$ cat config.mk
export PLATFORM = sky130hd
export DESIGN_NAME = ir_keymap
export DESIGN_NICKNAME = d
export VERILOG_FILES = /design/src/rtl/ir_keymap_pkg.sv /design/src/rtl/ir_keymap_grp_tbl.sv /design/src/rtl/ir_keymap_key_tbl.sv /design/src/rtl/ir_keymap_scan.sv /design/src/rtl/ir_keymap_rpt.sv /design/src/rtl/ir_keymap.sv
export SDC_FILE = /design/constraint.sdc
export NUM_CORES = 2
export LEC_CHECK = 0
export BUFFER_PORTS_ARGS = -buffer_cell sky130_fd_sc_hd__buf_2
export CAP_MARGIN = 20
export CORE_MARGIN = 1
export CORE_UTILIZATION = 35
export DETAILED_ROUTE_END_ITERATION = 8
export HOLD_SLACK_MARGIN = 0.05
export PLACE_DENSITY = 0.56
export SKIP_CTS_REPAIR_TIMING = 1
export SYNTH_ARGS = -nofsm -noshare
export SYNTH_HDL_FRONTEND = slang
export SYNTH_SLANG_ARGS = --single-unit
$ cat constraint.sdc
create_clock -name clk_i -period 5.8 [get_ports clk_i]
set_clock_uncertainty 0.05 [all_clocks]
set_input_delay 1.16 -clock clk_i [delete_from_list [all_inputs] [get_ports clk_i]]
set_output_delay 1.16 -clock clk_i [all_outputs]
set_load 0.02 [all_outputs]
$ cat src/rtl/ir_keymap_pkg.sv
package ir_keymap_pkg;
  typedef enum logic [1:0] {
    SCAN_IDLE = 2'd0,
    SCAN_GRP  = 2'd1,
    SCAN_KEY  = 2'd2
  } scan_state_e;
endpackage

$ cat src/rtl/ir_keymap_grp_tbl.sv
module ir_keymap_grp_tbl #(
  parameter int NUM_GROUPS = 4,
  parameter int MAX_KEYS   = 16,
  parameter int USER_W     = 16,
  parameter int GRP_W      = 2,
  parameter int KCNT_W     = 5
) (
  input  logic                                clk_i,
  input  logic                                rst_ni,
  input  logic                                we_i,
  input  logic [GRP_W-1:0]                    sel_i,
  input  logic [USER_W-1:0]                   user_i,
  input  logic [KCNT_W-1:0]                   len_i,
  output logic [NUM_GROUPS-1:0]               vld_o,
  output logic [NUM_GROUPS-1:0][USER_W-1:0]   user_o,
  output logic [NUM_GROUPS-1:0][KCNT_W-1:0]   len_o
);
  localparam logic [KCNT_W-1:0] LEN_MAX = KCNT_W'(MAX_KEYS);

  logic [KCNT_W-1:0] len_clip;
  assign len_clip = (len_i > LEN_MAX) ? LEN_MAX : len_i;

  for (genvar g = 0; g < NUM_GROUPS; g++) begin : g_grp
    always_ff @(posedge clk_i or negedge rst_ni) begin
      if (!rst_ni) begin
        vld_o[g]  <= 1'b0;
        user_o[g] <= '0;
        len_o[g]  <= '0;
      end else if (we_i && sel_i == GRP_W'(g)) begin
        vld_o[g]  <= 1'b1;
        user_o[g] <= user_i;
        len_o[g]  <= len_clip;
      end
    end
  end
endmodule

$ cat src/rtl/ir_keymap_key_tbl.sv
module ir_keymap_key_tbl #(
  parameter int NUM_GROUPS = 4,
  parameter int MAX_KEYS   = 16,
  parameter int SCAN_W     = 8,
  parameter int KEY_W      = 16,
  parameter int GRP_W      = 2,
  parameter int IDX_W      = 4
) (
  input  logic              clk_i,
  input  logic              rst_ni,
  input  logic              we_i,
  input  logic [GRP_W-1:0]  wr_grp_i,
  input  logic [IDX_W-1:0]  wr_idx_i,
  input  logic [SCAN_W-1:0] wr_scan_i,
  input  logic [KEY_W-1:0]  wr_code_i,
  input  logic [GRP_W-1:0]  rd_grp_i,
  input  logic [IDX_W-1:0]  rd_idx_i,
  output logic [SCAN_W-1:0] rd_scan_o,
  output logic [KEY_W-1:0]  rd_code_o
);
  logic [SCAN_W-1:0] scan_q [NUM_GROUPS][MAX_KEYS];
  logic [KEY_W-1:0]  code_q [NUM_GROUPS][MAX_KEYS];

  for (genvar g = 0; g < NUM_GROUPS; g++) begin : g_grp
    for (genvar k = 0; k < MAX_KEYS; k++) begin : g_key
      always_ff @(posedge clk_i or negedge rst_ni) begin
        if (!rst_ni) begin
          scan_q[g][k] <= '0;
          code_q[g][k] <= '0;
        end else if (we_i && wr_grp_i == GRP_W'(g) && wr_idx_i == IDX_W'(k)) begin
          scan_q[g][k] <= wr_scan_i;
          code_q[g][k] <= wr_code_i;
        end
      end
    end
  end

  assign rd_scan_o = scan_q[rd_grp_i][rd_idx_i];
  assign rd_code_o = code_q[rd_grp_i][rd_idx_i];
endmodule

$ cat src/rtl/ir_keymap_scan.sv
module ir_keymap_scan
  import ir_keymap_pkg::*;
#(
  parameter int NUM_GROUPS = 4,
  parameter int USER_W     = 16,
  parameter int SCAN_W     = 8,
  parameter int KEY_W      = 16,
  parameter int GRP_W      = 2,
  parameter int IDX_W      = 4,
  parameter int KCNT_W     = 5
) (
  input  logic                               clk_i,
  input  logic                               rst_ni,
  input  logic                               lookup_valid_i,
  input  logic [USER_W-1:0]                  lookup_user_i,
  input  logic [SCAN_W-1:0]                  lookup_scan_i,
  input  logic [NUM_GROUPS-1:0]              grp_vld_i,
  input  logic [NUM_GROUPS-1:0][USER_W-1:0]  grp_user_i,
  input  logic [NUM_GROUPS-1:0][KCNT_W-1:0]  grp_len_i,
  output logic [GRP_W-1:0]                   rd_grp_o,
  output logic [IDX_W-1:0]                   rd_idx_o,
  input  logic [SCAN_W-1:0]                  rd_scan_i,
  input  logic [KEY_W-1:0]                   rd_code_i,
  output logic                               res_valid_o,
  output logic                               res_hit_o,
  output logic [KEY_W-1:0]                   res_code_o
);
  localparam logic [GRP_W-1:0] LAST_GRP = GRP_W'(NUM_GROUPS - 1);

  scan_state_e        state_q, state_d;
  logic [GRP_W-1:0]   gidx_q, gidx_d, sel_q, sel_d;
  logic [KCNT_W-1:0]  kidx_q, kidx_d;
  logic [USER_W-1:0]  user_q, user_d;
  logic [SCAN_W-1:0]  scan_q, scan_d;

  assign rd_grp_o = sel_q;
  assign rd_idx_o = kidx_q[IDX_W-1:0];

  always_comb begin
    state_d     = state_q;
    gidx_d      = gidx_q;
    sel_d       = sel_q;
    kidx_d      = kidx_q;
    user_d      = user_q;
    scan_d      = scan_q;
    res_valid_o = 1'b0;
    res_hit_o   = 1'b0;
    res_code_o  = '0;
    unique case (state_q)
      SCAN_IDLE: begin
        if (lookup_valid_i) begin
          state_d = SCAN_GRP;
          gidx_d  = '0;
          user_d  = lookup_user_i;
          scan_d  = lookup_scan_i;
        end
      end
      SCAN_GRP: begin
        // first matching group wins, later duplicates are unreachable
        if (grp_vld_i[gidx_q] && grp_user_i[gidx_q] == user_q) begin
          sel_d   = gidx_q;
          kidx_d  = '0;
          state_d = SCAN_KEY;
        end else if (gidx_q == LAST_GRP) begin
          res_valid_o = 1'b1;
          state_d     = SCAN_IDLE;
        end else begin
          gidx_d = gidx_q + 1'b1;
        end
      end
      SCAN_KEY: begin
        if (kidx_q >= grp_len_i[sel_q]) begin
          res_valid_o = 1'b1;
          state_d     = SCAN_IDLE;
        end else if (rd_scan_i == scan_q) begin
          res_valid_o = 1'b1;
          res_hit_o   = 1'b1;
          res_code_o  = rd_code_i;
          state_d     = SCAN_IDLE;
        end else begin
          kidx_d = kidx_q + 1'b1;
        end
      end
      default: state_d = SCAN_IDLE;
    endcase
  end

  always_ff @(posedge clk_i or negedge rst_ni) begin
    if (!rst_ni) begin
      state_q <= SCAN_IDLE;
      gidx_q  <= '0;
      sel_q   <= '0;
      kidx_q  <= '0;
      user_q  <= '0;
      scan_q  <= '0;
    end else begin
      state_q <= state_d;
      gidx_q  <= gidx_d;
      sel_q   <= sel_d;
      kidx_q  <= kidx_d;
      user_q  <= user_d;
      scan_q  <= scan_d;
    end
  end
endmodule

$ cat src/rtl/ir_keymap_rpt.sv
module ir_keymap_rpt #(
  parameter int KEY_W = 16,
  parameter int RPT_W = 4
) (
  input  logic             clk_i,
  input  logic             rst_ni,
  input  logic             res_valid_i,
  input  logic             res_hit_i,
  input  logic [KEY_W-1:0] res_code_i,
  output logic             done_o,
  output logic             hit_o,
  output logic [KEY_W-1:0] code_o,
  output logic [RPT_W-1:0] rpt_o
);
  localparam logic [RPT_W-1:0] RPT_MAX = '1;

  always_ff @(posedge clk_i or negedge rst_ni) begin
    if (!rst_ni) begin
      done_o <= 1'b0;
      hit_o  <= 1'b0;
      code_o <= '0;
      rpt_o  <= '0;
    end else begin
      done_o <= res_valid_i;
      if (res_valid_i) begin
        hit_o <= res_hit_i;
        if (!res_hit_i) begin
          code_o <= '0;
          rpt_o  <= '0;
        end else if (res_code_i == code_o) begin
          rpt_o <= (rpt_o == RPT_MAX) ? rpt_o : rpt_o + 1'b1;
        end else begin
          code_o <= res_code_i;
          rpt_o  <= '0;
        end
      end
    end
  end
endmodule

$ cat src/rtl/ir_keymap.sv
module ir_keymap #(
  parameter int NUM_GROUPS = 4,
  parameter int MAX_KEYS   = 16,
  parameter int USER_W     = 16,
  parameter int SCAN_W     = 8,
  parameter int KEY_W      = 16,
  parameter int RPT_W      = 4,
  localparam int GRP_W     = (NUM_GROUPS > 1) ? $clog2(NUM_GROUPS) : 1,
  localparam int IDX_W     = (MAX_KEYS > 1) ? $clog2(MAX_KEYS) : 1,
  localparam int KCNT_W    = $clog2(MAX_KEYS + 1)
) (
  input  logic              clk_i,
  input  logic              rst_ni,
  input  logic              grp_we_i,
  input  logic [GRP_W-1:0]  grp_sel_i,
  input  logic [USER_W-1:0] grp_user_i,
  input  logic [KCNT_W-1:0] grp_len_i,
  input  logic              key_we_i,
  input  logic [GRP_W-1:0]  key_grp_i,
  input  logic [IDX_W-1:0]  key_idx_i,
  input  logic [SCAN_W-1:0] key_scan_i,
  input  logic [KEY_W-1:0]  key_code_i,
  input  logic              lookup_valid_i,
  input  logic [USER_W-1:0] lookup_user_i,
  input  logic [SCAN_W-1:0] lookup_scan_i,
  output logic              lookup_done_o,
  output logic              hit_o,
  output logic [KEY_W-1:0]  keycode_o,
  output logic [RPT_W-1:0]  repeat_o
);
  logic [NUM_GROUPS-1:0]              grp_vld;
  logic [NUM_GROUPS-1:0][USER_W-1:0]  grp_user;
  logic [NUM_GROUPS-1:0][KCNT_W-1:0]  grp_len;
  logic [GRP_W-1:0]                   rd_grp;
  logic [IDX_W-1:0]                   rd_idx;
  logic [SCAN_W-1:0]                  rd_scan;
  logic [KEY_W-1:0]                   rd_code;
  logic                               res_valid, res_hit;
  logic [KEY_W-1:0]                   res_code;

  ir_keymap_grp_tbl #(
    .NUM_GROUPS(NUM_GROUPS), .MAX_KEYS(MAX_KEYS), .USER_W(USER_W),
    .GRP_W(GRP_W), .KCNT_W(KCNT_W)
  ) u_grp_tbl (
    .clk_i(clk_i), .rst_ni(rst_ni), .we_i(grp_we_i), .sel_i(grp_sel_i),
    .user_i(grp_user_i), .len_i(grp_len_i),
    .vld_o(grp_vld), .user_o(grp_user), .len_o(grp_len)
  );

  ir_keymap_key_tbl #(
    .NUM_GROUPS(NUM_GROUPS), .MAX_KEYS(MAX_KEYS), .SCAN_W(SCAN_W),
    .KEY_W(KEY_W), .GRP_W(GRP_W), .IDX_W(IDX_W)
  ) u_key_tbl (
    .clk_i(clk_i), .rst_ni(rst_ni), .we_i(key_we_i),
    .wr_grp_i(key_grp_i), .wr_idx_i(key_idx_i),
    .wr_scan_i(key_scan_i), .wr_code_i(key_code_i),
    .rd_grp_i(rd_grp), .rd_idx_i(rd_idx),
    .rd_scan_o(rd_scan), .rd_code_o(rd_code)
  );

  ir_keymap_scan #(
    .NUM_GROUPS(NUM_GROUPS), .USER_W(USER_W), .SCAN_W(SCAN_W),
    .KEY_W(KEY_W), .GRP_W(GRP_W), .IDX_W(IDX_W), .KCNT_W(KCNT_W)
  ) u_scan (
    .clk_i(clk_i), .rst_ni(rst_ni),
    .lookup_valid_i(lookup_valid_i), .lookup_user_i(lookup_user_i),
    .lookup_scan_i(lookup_scan_i),
    .grp_vld_i(grp_vld), .grp_user_i(grp_user), .grp_len_i(grp_len),
    .rd_grp_o(rd_grp), .rd_idx_o(rd_idx),
    .rd_scan_i(rd_scan), .rd_code_i(rd_code),
    .res_valid_o(res_valid), .res_hit_o(res_hit), .res_code_o(res_code)
  );

  ir_keymap_rpt #(.KEY_W(KEY_W), .RPT_W(RPT_W)) u_rpt (
    .clk_i(clk_i), .rst_ni(rst_ni),
    .res_valid_i(res_valid), .res_hit_i(res_hit), .res_code_i(res_code),
    .done_o(lookup_done_o), .hit_o(hit_o), .code_o(keycode_o), .rpt_o(repeat_o)
  );
endmodule

==> results <==
- The flow ran to the end, and the final reports show no timing, DRC or antenna violations.
- The number of distinct library cell variants in the gate-level netlist after synthesis is 76.
- The source of the worst register-to-register timing path is u_scan.rd_grp_o[1].
- The most repeated library cell on the critical path is sky130_fd_sc_hd__buf_12.
- The tree built by TritonCTS fans out to 1681 sinks.
- The global-route usage over all layers is 0.221.
- The placed instances occupy a cell area of 0.0810 mm2.
- The starting density of the core is 0.353.
- The maximum root-to-sink buffer count is 3.
- The slew of the pin with the lowest slew margin is 1.18 ns.
- Setup repair after global routing left no endpoint under its margin.
- Of the available clock period, the critical path in the final layout requires 0.961.
- The sum of buffers and inverters on the critical path is 4.
- After floorplanning, the core was divided into 171 placement rows.
- The worst path in the final design needs a cycle of 5.57 ns, including I/O delays and setup.
- The count of max-cap constraint violations is 0.
- Of the cells placed in the final design, the portion with a size suffix greater than 1 is 0.504.
- The worst register-to-register path has a depth of 16.
- In this run the standard cell core region covers between 0.2 and 0.25 mm2.
- The library cells used most frequently in the layout, excluding fill and tap cells, are sky130_fd_sc_hd__dfrtp_1, sky130_fd_sc_hd__mux2_2, sky130_fd_sc_hd__mux4_2.
- The first global-routing pass estimated between 300000 and 400000 um of wire.
- At the placement stage, the worst setup path has a slack of ~0.35 ns.
- The clock-pin transition on the worst setup and hold timing paths is ~0.06 ns.
- The total congestion overflow is 0.
- Setup violations remaining at the end of the flow were counted as 0.
- The number of endpoints with negative hold slack in the final report was 0.
- The net count of the finished layout is between 5000 and 6000.
- For this run, the register share of the synthesized area comes to 0.548.
- The final layout contains routed wiring with a total length of 243000 um.
- The highest net fanout along the worst path is 24.
- The remaining antenna violation count after routing is 0.
- From left edge to right edge, the die measures 471 um.
- The final standard cell utilization of the core is 0.400.
- The number of pins with negative max-slew slack in the final report is 0.
- The number of flip-flops and latches in the synthesized netlist is 1681.
- Dividing the detail-routed wire length by the instance count gives 30.0 um.
- For this run, the number of Yosys warnings is 0.
- The maximum level of the CTS H-tree is 4.
- The number of nets handed over by synthesis was 5164.
- In the synthesized netlist the async set-or-reset flop fraction comes to 1.00.
- Across all layers, the routed design uses 45700 vias.
- After detailed routing, the number of remaining DRC violations is 0.
- The via count of the first global-routing pass is 47800.
- Among all stages on the critical path, the largest delay is contributed by sky130_fd_sc_hd__dfrtp_4.
- The total iterations of the first detailed-routing run is 8.
- The CTS tree is done.
- The initial antenna violation count came to 18.
- The buffer cell driving the clock tree root is sky130_fd_sc_hd__clkbuf_16.
- The nature of the critical path endpoint is a flip-flop.
- In this run the power density over the cells is 349 mW/mm2.
- For the worst setup path, the data required time is between 6 and 7 ns.
- The analysis attributes to cell leakage a power of 39.2 nW.
- Clock tree synthesis inserted a total of about 190 buffers.
- Entering global routing, the biggest net connects between 150 and 200 pins.
- Across all register-to-register paths, the minimum setup slack is 0.23 ns.
- The destination of the worst register-to-register timing path is u_rpt.code_o[10].
- Measured along the y axis, the die boundary spans 471 um.
- The worst setup path is launched from a flip-flop.
- Using the TritonRoute via totals, the vias-per-cell ratio works out to 5.63.
- At the worst endpoint, the arrival time is 6.22 ns.
- The most common cell after layout, fill and taps aside is sky130_fd_sc_hd__dfrtp_1.
- The count of port buffers added during placement is 103.
- The die covers 0.221 mm2.
- The average instance in the mapped netlist occupies 15.2 um2.
- The fill cell total of the finished layout is 20000.
- The min-delay analysis places its worst path in the category input port to asynchronous set/reset pin.
- Based on the critical path, the design can be clocked at up to roughly 0.18 GHz.
- Counting flops with a built-in enable in the synthesized netlist gives 0.
- The finished cells cover 0.0871 mm2.
- The number of I/O pins is 104.
- After legalization and detailed placement, the total HPWL measured 151000 um.
- The relative slew slack is 0.214.
- VDD sags by at most about 320 uV.
- The insertion delay of the later-clocked pin in the worst-skew pair is roughly 0.84 ns.
- The placer's final routability congestion estimate is ~0.88.
- After layout, the worst setup slack is 0.225 ns.
- The count of cells in the finished layout, fillers not included, comes to slightly above 8000.
- The category of the critical setup timing path is flip-flop to flip-flop.
- The most used flip-flop cell after synthesis is sky130_fd_sc_hd__dfrtp_1.
- For the final routed database, the setup TNS stands at 0 ns.
- The relative area change from synthesis to final layout is 13.4%.
- Among cell families on the critical path, the largest total delay comes from compound AO/OA/AOI/OAI gates.
- The cell area after synthesis is 0.0768 mm2.
- The first-iteration detailed-routing DRC count is roughly 3600.
- The post-synthesis cell count is 5071.
- Walking the worst path, the cells encountered are buf_12 > buf_12 > buf_12 > buf_12 > mux4_1 > a22o_1 > nor3_1 > o31a_1 > or3_1 > nand3_1 > a2111oi_4 > nand2b_1 > a22o_1 > nor2_1 > a41o_1 > mux2_2.
- The total instance count after detailed placement is approximately 8000.
- The stage delay of the slowest cell on the critical path is about 0.63 ns.
flip-flops by register name (all words and copies together) (netlist names):
signal	cells
u_grp_tbl.len_o	20
u_rpt.code_o	16
u_scan.rd_grp_o	2
u_scan.kidx_q	5
u_rpt.hit_o	1
u_rpt.rpt_o	4
u_scan.scan_q	8
u_scan.state_q	2
u_grp_tbl.user_o	64
u_rpt.done_o	1
u_grp_tbl.vld_o	4
u_key_tbl.code_q	1024
u_key_tbl.scan_q	512
u_scan.user_q	16
u_scan.gidx_q	2
cells in the mapped netlist (all sizes together) (28+ instances only):
cell | instances | area share
clkbuf | 330 | 0.016
mux4 | 363 | 0.11
a22oi | 56 | 0.0055
mux2 | 1635 | 0.24
mux2i | 139 | 0.018
nand2 | 200 | 0.0098
o22ai | 48 | 0.0039
nand2b | 28 | 0.0023
o21ai | 46 | 0.0030
dfrtp | 1681 | 0.55
nor2 | 53 | 0.0026
buf | 139 | 0.012
a21oi | 37 | 0.0024
xnor2 | 32 | 0.0036
kinds of logic (layout without fill, tap and decap cells):
kind of cell    Yosys count  count (layout)  share of synthesized area
compound gates          288             288                     0.0262
xor+xnor                 38              38                    0.00433
fa+ha+maj                11              11                    0.00179
buf+inv                 495             681                     0.0294
flops                  1681            1681                      0.548
mux                    2137            2137                      0.365
other cells               0               7                          0
simple gates            421             421                     0.0262
through the flow:
stage,total power (W),hold slack [ns]
floorplan,0.0172,0.379
global placement,0.0187,0.396
detailed placement,0.0188,0.401
CTS,0.0307,0.207
global route,0.0316,0.232
finish,0.0304,0.231
worst max path at each step:
stage | slack [ns] | end | cells after the start | start
after floorplan | 0.44 | u_rpt.rpt_o[3] | 24 | u_scan.rd_grp_o[0]
after global routing | 0.08 | u_rpt.code_o[14] | 17 | u_scan.rd_grp_o[1]
after detailed placement | 0.35 | u_rpt.code_o[10] | 16 | u_scan.rd_grp_o[1]
final | 0.23 | u_rpt.code_o[10] | 16 | u_scan.rd_grp_o[1]
after CTS | 0.34 | u_rpt.code_o[10] | 16 | u_scan.rd_grp_o[1]
after global placement | 0.31 | u_rpt.code_o[2] | 15 | u_scan.rd_grp_o[1]
per-layer routing:
metal  part of all wire  vias up  track usage
met5           0.000033        -            0
met4              0.029        2       0.0639
met3              0.055      340       0.0391
met2               0.47     1254        0.353
met1               0.44    25200        0.305
li1                   -    18900            -
worst register-to-register path, cell delays in order (launching register included):
cell and delay [ns]:
sky130_fd_sc_hd__dfrtp_4 0.63, sky130_fd_sc_hd__buf_12 0.26, sky130_fd_sc_hd__buf_12 0.28, sky130_fd_sc_hd__buf_12 0.20
sky130_fd_sc_hd__buf_12 0.24, sky130_fd_sc_hd__mux4_1 0.35, sky130_fd_sc_hd__a22o_1 0.25, sky130_fd_sc_hd__nor3_1 0.56
sky130_fd_sc_hd__o31a_1 0.36, sky130_fd_sc_hd__or3_1 0.16, sky130_fd_sc_hd__nand3_1 0.13, sky130_fd_sc_hd__a2111oi_4 0.63
sky130_fd_sc_hd__nand2b_1 0.15, sky130_fd_sc_hd__a22o_1 0.27, sky130_fd_sc_hd__nor2_1 0.13, sky130_fd_sc_hd__a41o_1 0.42
sky130_fd_sc_hd__mux2_2 0.38
final cells by class:
class | instances | area, um2 | share of cell area
Timing Repair Buffer | 325 | 2580 | 0.0297
Antenna cell | 7 | 17.5 | 0.000201
Inverter | 26 | 97.6 | 0.00112
Tap cell | 2854 | 3570 | 0.0410
Sequential cell | 1681 | 42100 | 0.483
Clock inverter | 47 | 597 | 0.00685
Clock buffer | 283 | 5460 | 0.0627
Multi-Input combinational cell | 2895 | 32700 | 0.375
power breakdown:
group	total, W	internal, W	leakage, nW	switching, W
registers	0.0143	0.0133	22.2	0.000943
clock network	0.0118	0.00684	2.97	0.00495
logic	0.00433	0.00234	14.1	0.00200
(Power assumes the default switching activity.)
